==> config.mk <==
export PLATFORM = sky130hd
export DESIGN_NAME = baud_rate_gen
export DESIGN_NICKNAME = d
export VERILOG_FILES = /design/src/rtl/baud_pkg.sv /design/src/rtl/baud_prescale.sv /design/src/rtl/baud_divider.sv /design/src/rtl/baud_rate_gen.sv
export SDC_FILE = /design/constraint.sdc
export NUM_CORES = 1
export LEC_CHECK = 0
export BUFFER_PORTS_ARGS = -buffer_cell sky130_fd_sc_hd__buf_2
export CORE_MARGIN = 2
export CORE_UTILIZATION = 60
export DETAILED_ROUTE_END_ITERATION = 6
export GPL_TIMING_DRIVEN = 0
export PLACE_DENSITY = 0.8
export SLEW_MARGIN = 20
export SYNTH_ARGS = -nofsm -noshare
export SYNTH_HDL_FRONTEND = slang
export SYNTH_HIERARCHICAL = 1
export SYNTH_SLANG_ARGS = --single-unit
==> constraint.sdc <==
create_clock -name clk -period 4.9 [get_ports clk]
set_input_delay 0.245 -clock clk [delete_from_list [all_inputs] [get_ports clk]]
set_output_delay 0.245 -clock clk [all_outputs]
set_load 0.05 [all_outputs]
==> src/rtl/baud_pkg.sv <==
package baud_pkg;
    localparam int unsigned DIV_W      = 32;
    localparam int unsigned PRESC_DIV  = 8;

    typedef enum logic [1:0] {
        ST_OFF   = 2'd0,
        ST_RUN   = 2'd1,
        ST_STALL = 2'd2
    } brg_state_e;
endpackage

==> src/rtl/baud_prescale.sv <==
module baud_prescale #(
    parameter int unsigned DIV = 8
) (
    input  logic clk,
    input  logic rst_n,
    input  logic run,
    input  logic sel,
    output logic strb
);
    localparam int unsigned PW = (DIV > 1) ? $clog2(DIV) : 1;
    localparam logic [PW-1:0] LAST = PW'(DIV - 1);

    logic [PW-1:0] cnt;

    always_ff @(posedge clk or negedge rst_n) begin
        if (!rst_n)      cnt <= '0;
        else if (!run)   cnt <= '0;
        else if (cnt == LAST) cnt <= '0;
        else             cnt <= cnt + 1'b1;
    end

    always_comb strb = run && (sel ? (cnt == LAST) : 1'b1);

    // Prescaled strobe is at most one cycle wide
    assert_presc_gap_R3: assert property (@(posedge clk) disable iff (!rst_n)
        (run && sel && strb) |=> !strb);
endmodule

==> src/rtl/baud_divider.sv <==
module baud_divider #(
    parameter int unsigned W = 32
) (
    input  logic         clk,
    input  logic         rst_n,
    input  logic         clr,
    input  logic         step,
    input  logic [W-1:0] last,
    output logic         strb
);
    logic [W-1:0] cnt;

    always_ff @(posedge clk or negedge rst_n) begin
        if (!rst_n)         cnt <= '0;
        else if (clr)       cnt <= '0;
        else if (step) begin
            if (cnt == last) cnt <= '0;
            else             cnt <= cnt + 1'b1;
        end
    end

    always_comb strb = step && !clr && (cnt == last);

    // Counter never passes its terminal value while running
    assert_count_bound_R8: assert property (@(posedge clk) disable iff (!rst_n)
        !clr |-> (cnt <= last));
endmodule

==> src/rtl/baud_rate_gen.sv <==
module baud_rate_gen
    import baud_pkg::*;
#(
    parameter int unsigned W     = DIV_W,
    parameter int unsigned PDIV  = PRESC_DIV
) (
    input  logic         clk,
    input  logic         rst_n,
    input  logic         chan_en,
    input  logic         presc_sel,
    input  logic [W-1:0] gen_div,
    input  logic [W-1:0] bit_div,
    output logic         samp_en,
    output logic         baud_tick
);
    brg_state_e   state, state_nx;
    logic [W-1:0] gdiv_q, bdiv_q, gen_last;
    logic         sel_q, running, presc_strb, gen_strb, bit_strb;

    // ---------------- state register ----------------
    always_comb begin
        state_nx = state;
        unique case (state)
            ST_OFF:   if (chan_en) state_nx = (gen_div == '0) ? ST_STALL : ST_RUN;
            ST_RUN:   if (!chan_en) state_nx = ST_OFF;
            ST_STALL: if (!chan_en) state_nx = ST_OFF;
            default:  state_nx = ST_OFF;
        endcase
    end

    always_ff @(posedge clk or negedge rst_n) begin
        if (!rst_n) state <= ST_OFF;
        else        state <= state_nx;
    end

    // Divisor capture while disabled
    always_ff @(posedge clk or negedge rst_n) begin
        if (!rst_n) begin
            gdiv_q <= '0;
            bdiv_q <= '0;
            sel_q  <= 1'b0;
        end else if (state == ST_OFF) begin
            gdiv_q <= gen_div;
            bdiv_q <= bit_div;
            sel_q  <= presc_sel;
        end
    end

    always_comb begin
        running = (state == ST_RUN);
        // Without prescaler, divisor 1 is clamped to 2 (half-rate ceiling)
        if (!sel_q && gdiv_q == W'(1)) gen_last = W'(1);
        else                            gen_last = gdiv_q - W'(1);
    end

    baud_prescale #(.DIV(PDIV)) u_presc (
        .clk(clk), .rst_n(rst_n), .run(running), .sel(sel_q), .strb(presc_strb)
    );

    baud_divider #(.W(W)) u_gen (
        .clk(clk), .rst_n(rst_n), .clr(!running), .step(presc_strb),
        .last(gen_last), .strb(gen_strb)
    );

    baud_divider #(.W(W)) u_bit (
        .clk(clk), .rst_n(rst_n), .clr(!running), .step(gen_strb),
        .last(bdiv_q), .strb(bit_strb)
    );

    // ---------------- outputs ----------------
    always_ff @(posedge clk or negedge rst_n) begin
        if (!rst_n) begin
            samp_en   <= 1'b0;
            baud_tick <= 1'b0;
        end else begin
            samp_en   <= chan_en && running && gen_strb;
            baud_tick <= chan_en && running && bit_strb;
        end
    end

    assert_max_rate_R7: assert property (@(posedge clk) disable iff (!rst_n)
        samp_en |=> !samp_en);
    assert_tick_with_sample_R8: assert property (@(posedge clk) disable iff (!rst_n)
        baud_tick |-> samp_en);
    assert_off_quiet_R2: assert property (@(posedge clk) disable iff (!rst_n)
        !chan_en |=> (!samp_en && !baud_tick));
    assert_zero_div_R5: assert property (@(posedge clk) disable iff (!rst_n)
        (state == ST_STALL) |=> !samp_en);
    assert_single_tick_R11: assert property (@(posedge clk) disable iff (!rst_n)
        baud_tick |=> !baud_tick);
endmodule

### Yosys cells after proc, flatten, opt, wreduce, memory -nomap -nowiden

Index checks and enable logic that the tools add are counted.

* register bits after elaboration: 136
* latch bits: 0
* RAM bits: 0
* bits in read-only memories: 0
* bits of input ports: 68
* output and inout bits: 2
* logic and storage cells: 51
* memories kept: 0

* add/subtract/negate cells: 4
* multipliers: 0
* divide/modulo/power cells: 0
* order comparisons: 0
* equality and inequality tests: 10
* shift operators: 0
* muxes and demuxes: 14
* bitwise gates (word level): 0
* reduce and logical (&&, ||, !) cells: 14

Operator list (number)
* $mux 32: 7
* $add 32x1->32 const B: 2
* $eq 32x32->1: 2
* $eq 32x1->1 const B: 1
* $logic_not 32->1: 1
* $sub 32x1->32 const B: 1
* $logic_and 1x1->1: 9
* $mux 2: 3
* $mux 3: 2
* $ne 2x1->1 const B: 2
* $ne 2x2->1 const B: 2
* $pmux 2 s2: 1
* $add 3x1->3 const B: 1
* $eq 3x3->1 const B: 1
* $eq 2x1->1 const B: 1
* $eq 2x2->1 const B: 1
* $logic_not 2->1: 1
* $reduce_and 2->1: 1
* $reduce_or 2->1: 1
* $logic_not 1->1: 1
* $mux 1: 1

### Longest topological paths before layout

* depth after elaboration: 8
* gate-level depth with buffers: 18
* gate-level depth less buffers: 16

### Modules after synthesis

Netlist, hierarchy kept.

Modules (own cells, without submodules)
* baud_divider: times used 2, cells an instance 249, area each 2237.1 µm², sequential area each 800.8 µm²
* baud_rate_gen: times used 1, cells an instance 301, area each 3494.6 µm², sequential area each 1726.7 µm²
* baud_prescale: times used 1, cells an instance 10, area each 136.4 µm², sequential area each 75.1 µm²

### Worst setup path after synthesis

Ideal clock, no wire load.

* path kind: reg-to-reg
* start: register gdiv_q[10]
* end: register u_bit.cnt[11]
* library setup time: 126 ps
* arrival time: 3642 ps
* path slack: 1132 ps
* stages on the path, launching flop included: 14
* path buffers: 2
* cells stage by stage: dfrtp_1 > or4_1 > buf_2 > nor3_2 > nand3_1 > mux2_1 > xnor2_1 > nand4_1 > nor4_1 > nand2_1 > nor2_1 > nor2_1 > dlygate4sd3_1 > a221o_1

* cells in the longest elaborated chain, start to end: 6
* elaborated cells between the ends (all ways): 7

Ends and longest elaborated chain
* start, declared: RTL line baud_rate_gen.sv:17 `logic [W-1:0] gdiv_q, bdiv_q, gen_last;`
* start signal, assigned: RTL line baud_rate_gen.sv:43 `gdiv_q <= gen_div;`
* branches (longest 2 deep; another with $sub 32x1->32)
* $mux 32 (*): RTL line baud_rate_gen.sv:52 `if (!sel_q && gdiv_q == W'(1)) gen_last = W'(1);`
* named net gen_last[28]: RTL line baud_rate_gen.sv:17
* $eq 32x32->1 (*): RTL line baud_divider.sv:22 `always_comb strb = step && !clr && (cnt == last);`
* $logic_and 1x1->1 (*): RTL line baud_divider.sv:22
* named net gen_strb: RTL line baud_rate_gen.sv:18 `logic sel_q, running, presc_strb, gen_strb, bit_strb;`
* $ne 2x1->1 (no source line) (*)
* end signal, assigned: RTL line baud_divider.sv:18 `else cnt <= cnt + 1'b1;`
* end, declared: RTL line baud_divider.sv:11 `logic [W-1:0] cnt;`

Mark *: on every way through the listed nets, which the timed path passes.
A chain may end at the register's enable or synchronous reset.

### Worst setup path after layout

* start: register gdiv_q[16]
* end: register u_bit.cnt[28]

* cells in the longest elaborated chain, start to end: 6
* elaborated cells between the ends (all ways): 7

Ends and longest elaborated chain (RTL line)
* $eq 32x1->1: baud_rate_gen.sv:52
* $logic_and 1x1->1: baud_rate_gen.sv:52
* $mux 32: baud_rate_gen.sv:52
* named net gen_last[1]: baud_rate_gen.sv:17
* $eq 32x32->1: baud_divider.sv:22
* $logic_and 1x1->1: baud_divider.sv:22
* named net gen_strb: baud_rate_gen.sv:18
* $ne 2x1->1 (no source line)

The timed path passes the listed nets, and every way through them passes these cells.

==> results.md <==
- Final Setup Violations: 0
- Number of diodes: 0
- Setup bufs post-CTS: 0
- DRC viols: 0
- Final RePlAce weighted congestion: approximately 0.9
- Syn nets: 885
- Slew @ Worst Pin: between 0.9 and 1 ns
- Root Buffer: clkbuf_16
- DP Wirelength: 14,400 µm
- Grt ovf: 0
- Synthesized area: slightly above 8000 µm²
- DR pass1 iterations: 5
- Die Span X: about 120 µm
- Area delta synth->final: 15.6%
- Initial DRC count: 547
- Unrepaired setup endpoints after global routing: no
- Crit path from: gdiv_q[16]
- CP max stage cell: dlygate4sd3_1
- Pin count of the biggest net entering global routing: 82
- Hold wc startpoint: bit_div[6]
- Layout cell share with drive strength beyond 1: between 20% and 30%
- Clock transition at the registers of the reported paths: around 0.06 ns
- Yosys reg bits: between 100 and 150
- Row count: 42
- WS Path Type: flip-flop to flip-flop
- Final Skew: about 0.0087 ns
- HP Class: input port to flip-flop
- Die height: 120 µm
- Placeable Area: 13,200 µm²
- Critical Path RT: ~5.2 ns
- Power Density: 467 nW/µm²
- Post-synth EDFFs: 0
- Status: finished, final reports clean
- Detailed-route via count: around 6,600
- I/O pins: 70
- Port Buffers: between 60 and 70
- # clock sinks: 136
- Maxcap violations: 0
- Initial antenna violation count: 0
- Effective utilization at floorplan: ~60%
- Setup crit start kind: flip-flop
- Number of global-route vias before repair: about 6,400
- YS warnings: 6
- Register area share after synthesis: about two fifths
- Cts bufs inserted: 17
- Non-Filler Instances: between 1,000 and 1,500
- Synth cell types: 60
- Worst reg2reg path endpoint: u_bit/cnt[28]
- R2R Path Start: gdiv_q[16]
- GRT Total Usage: 29.4%
- Relative slew slack: between 30% and 40%
- Syn_area_per_cell: 10.0 µm²
- # nets final: a little under 1,000
- CP most frequent cell: nor2_1
- Max Clock Freq: 0.217 GHz
- Cells along the critical path: nor4_4 -> nand4b_2 -> nand2b_4 -> nor2_4 -> buf_6 -> nor2_1 -> xnor2_1 -> nand4_1 -> nor4_1 -> nand2_1 -> nor2_1 -> nor2_1 -> dlygate4sd3_1 -> a221o_1
- First-pass GRT wire length: between 30,000 and 40,000 µm
- R2R depth: 14
- LEAKAGE: approximately 4.1 nW
- Data arrival, critical path: 4.90 ns
- Flop2flop setup slack: a little under 0.3 ns
- Worst setup EP type: flip-flop
- Primary FF master, synth: dfrtp_1
- Critical path fanouts, max: 10
- Capture point of the critical path: u_bit/cnt[28]
- Peak VDD IR: ~0.32 mV
- Final min period: 4.60 ns
- Final-report hold violation count: 0
- TritonCTS clock tree: done
- Via/cell ratio: 6.07
- WL/cell: about 18 µm
- Setup TNS: 0 ns
- Asr flop ratio synth: 100%
- Routed wire length: around 20,000 µm
- CP peak stage delay: 0.76 ns
- Fin crit share: around 94%
- H-tree depth: 4
- Post-DRT Antenna Nets: 0
- Max-slew violations: 0
- Clk_lat worst skew: roughly 0.42 ns
- Placed Instances: 1,055
- Die area: around 14,000 µm²
- Clock buffer depth: 2
- Cell count after synthesis: 809
[final cells by class]
type	instances	area, µm²
Buffer	44	310
Sequential cell	136	3400
Multi-Input combinational cell	612	4340
Clock buffer	19	443
Timing Repair Buffer	71	393
Tap cell	176	220
Inverter	17	63.8
Clock inverter	13	194
Fill cell	990	3870
[where the power goes]
part | internal [mW] | switching, mW
Sequential | 1.36 | 0.270
Combinational | 0.668 | 0.701
Clock | 0.871 | 0.510
[sequential cells by signal, summed over array words and instances (netlist names)]
signal,cells
u_bit/cnt,32
sel_q,1
baud_tick,1
state,2
samp_en,1
u_presc/cnt,3
gdiv_q,32
bdiv_q,32
u_gen/cnt,32
[critical path, delay by kind of cell, from the launching register on]
family	cells	cell delay [ns]
XOR/XNOR	1	0.24
AO/OA/AOI/OAI	1	0.43
buffers and inverters	2	0.94
flip-flops	1	0.44
AND/OR/NAND/NOR	10	2.43
[through the flow]
step                total power, mW  hold WS [ns]  utilization [%]  area (µm²)  worst slack, ns
global route                   4.60        0.0395             70.7        9370          0.00618
global placement               2.95         0.446             65.5        8670            0.381
finish                         4.38        0.0491             70.7        9370            0.298
detailed placement             2.98         0.193             65.8        8710            0.345
CTS                            4.38        0.0427             70.6        9360            0.259
floorplan                      2.59       -0.0506                -        8110             1.13
[cells in the mapped netlist (all sizes together), types with 4 or more instances]
master,count,area share (%)
or2,4,0.31
nand3,29,2.2
xnor2,84,9.1
buf,12,0.99
nand3b,4,0.37
o21ai,11,0.68
nand4,39,3.0
and4,5,0.54
a221o,20,2.5
a31oi,5,0.39
a22o,18,1.9
or4,6,0.65
nand2,63,2.9
nor4,24,2.1
dfrtp,136,42
nor2,92,4.4
a21o,17,1.6
nor2b,4,0.31
ha,8,1.2
clkbuf,26,2.0
and3,25,1.9
clkdlybuf4s15,4,0.56
nor3,19,1.6
nor3b,4,0.49
inv,17,0.79
a21oi,26,1.7
mux2i,12,1.5
mux2,67,9.3
nand2b,5,0.48
[metal layers]
| layer | track usage (%) | vias up | wire length [µm] |
|---|---|---|---|
| li1 | - | 3118 | - |
| met2 | 49.9 | 191 | 10100 |
| met5 | 0 | - | 0 |
| met1 | 37.3 | 3249 | 8280 |
| met3 | 5.19 | 47 | 948 |
| met4 | 12.1 | 0 | 654 |
[cell families after synthesis]
kind of cell / Yosys count / share of synthesized area (%)
buf+inv: 61 / 4.58
simple gates: 331 / 22.2
flops: 136 / 42.0
compound gates: 107 / 9.79
fa+ha+maj: 8 / 1.23
xor+xnor: 87 / 9.40
mux: 79 / 10.8
[repair_timing]
item,4_1_cts,5_1_grt
endpoints found under the setup margin,0,29
hold endpoints to repair,55,0
hold buffers,1,0
resized for setup,0,6
[worst min-delay path by stage]
| stage | to | slack (ns) | depth (start not counted) |
|---|---|---|---|
| finish | bdiv_q[6] | 0.05 | 2 |
| global route | bdiv_q[15] | 0.04 | 2 |
| CTS | bdiv_q[15] | 0.04 | 2 |
| detailed placement | gdiv_q[21] | 0.19 | 1 |
| global placement | u_presc/cnt[0] | 0.45 | 1 |
| floorplan | baud_tick | -0.05 | 0 |
[cells in the final DEF (no fill, tap or decap), types with 18 or more instances in the layout]
cell type	n
dfrtp_1	136
nor2_1	89
xnor2_1	84
buf_2	72
mux2_2	66
nand2_1	62
nand4_1	39
nand3_1	25
and3_1	25
a21oi_1	24
nor4_1	21
a221o_1	20
a22o_1	18
(Power assumes the default switching activity.)
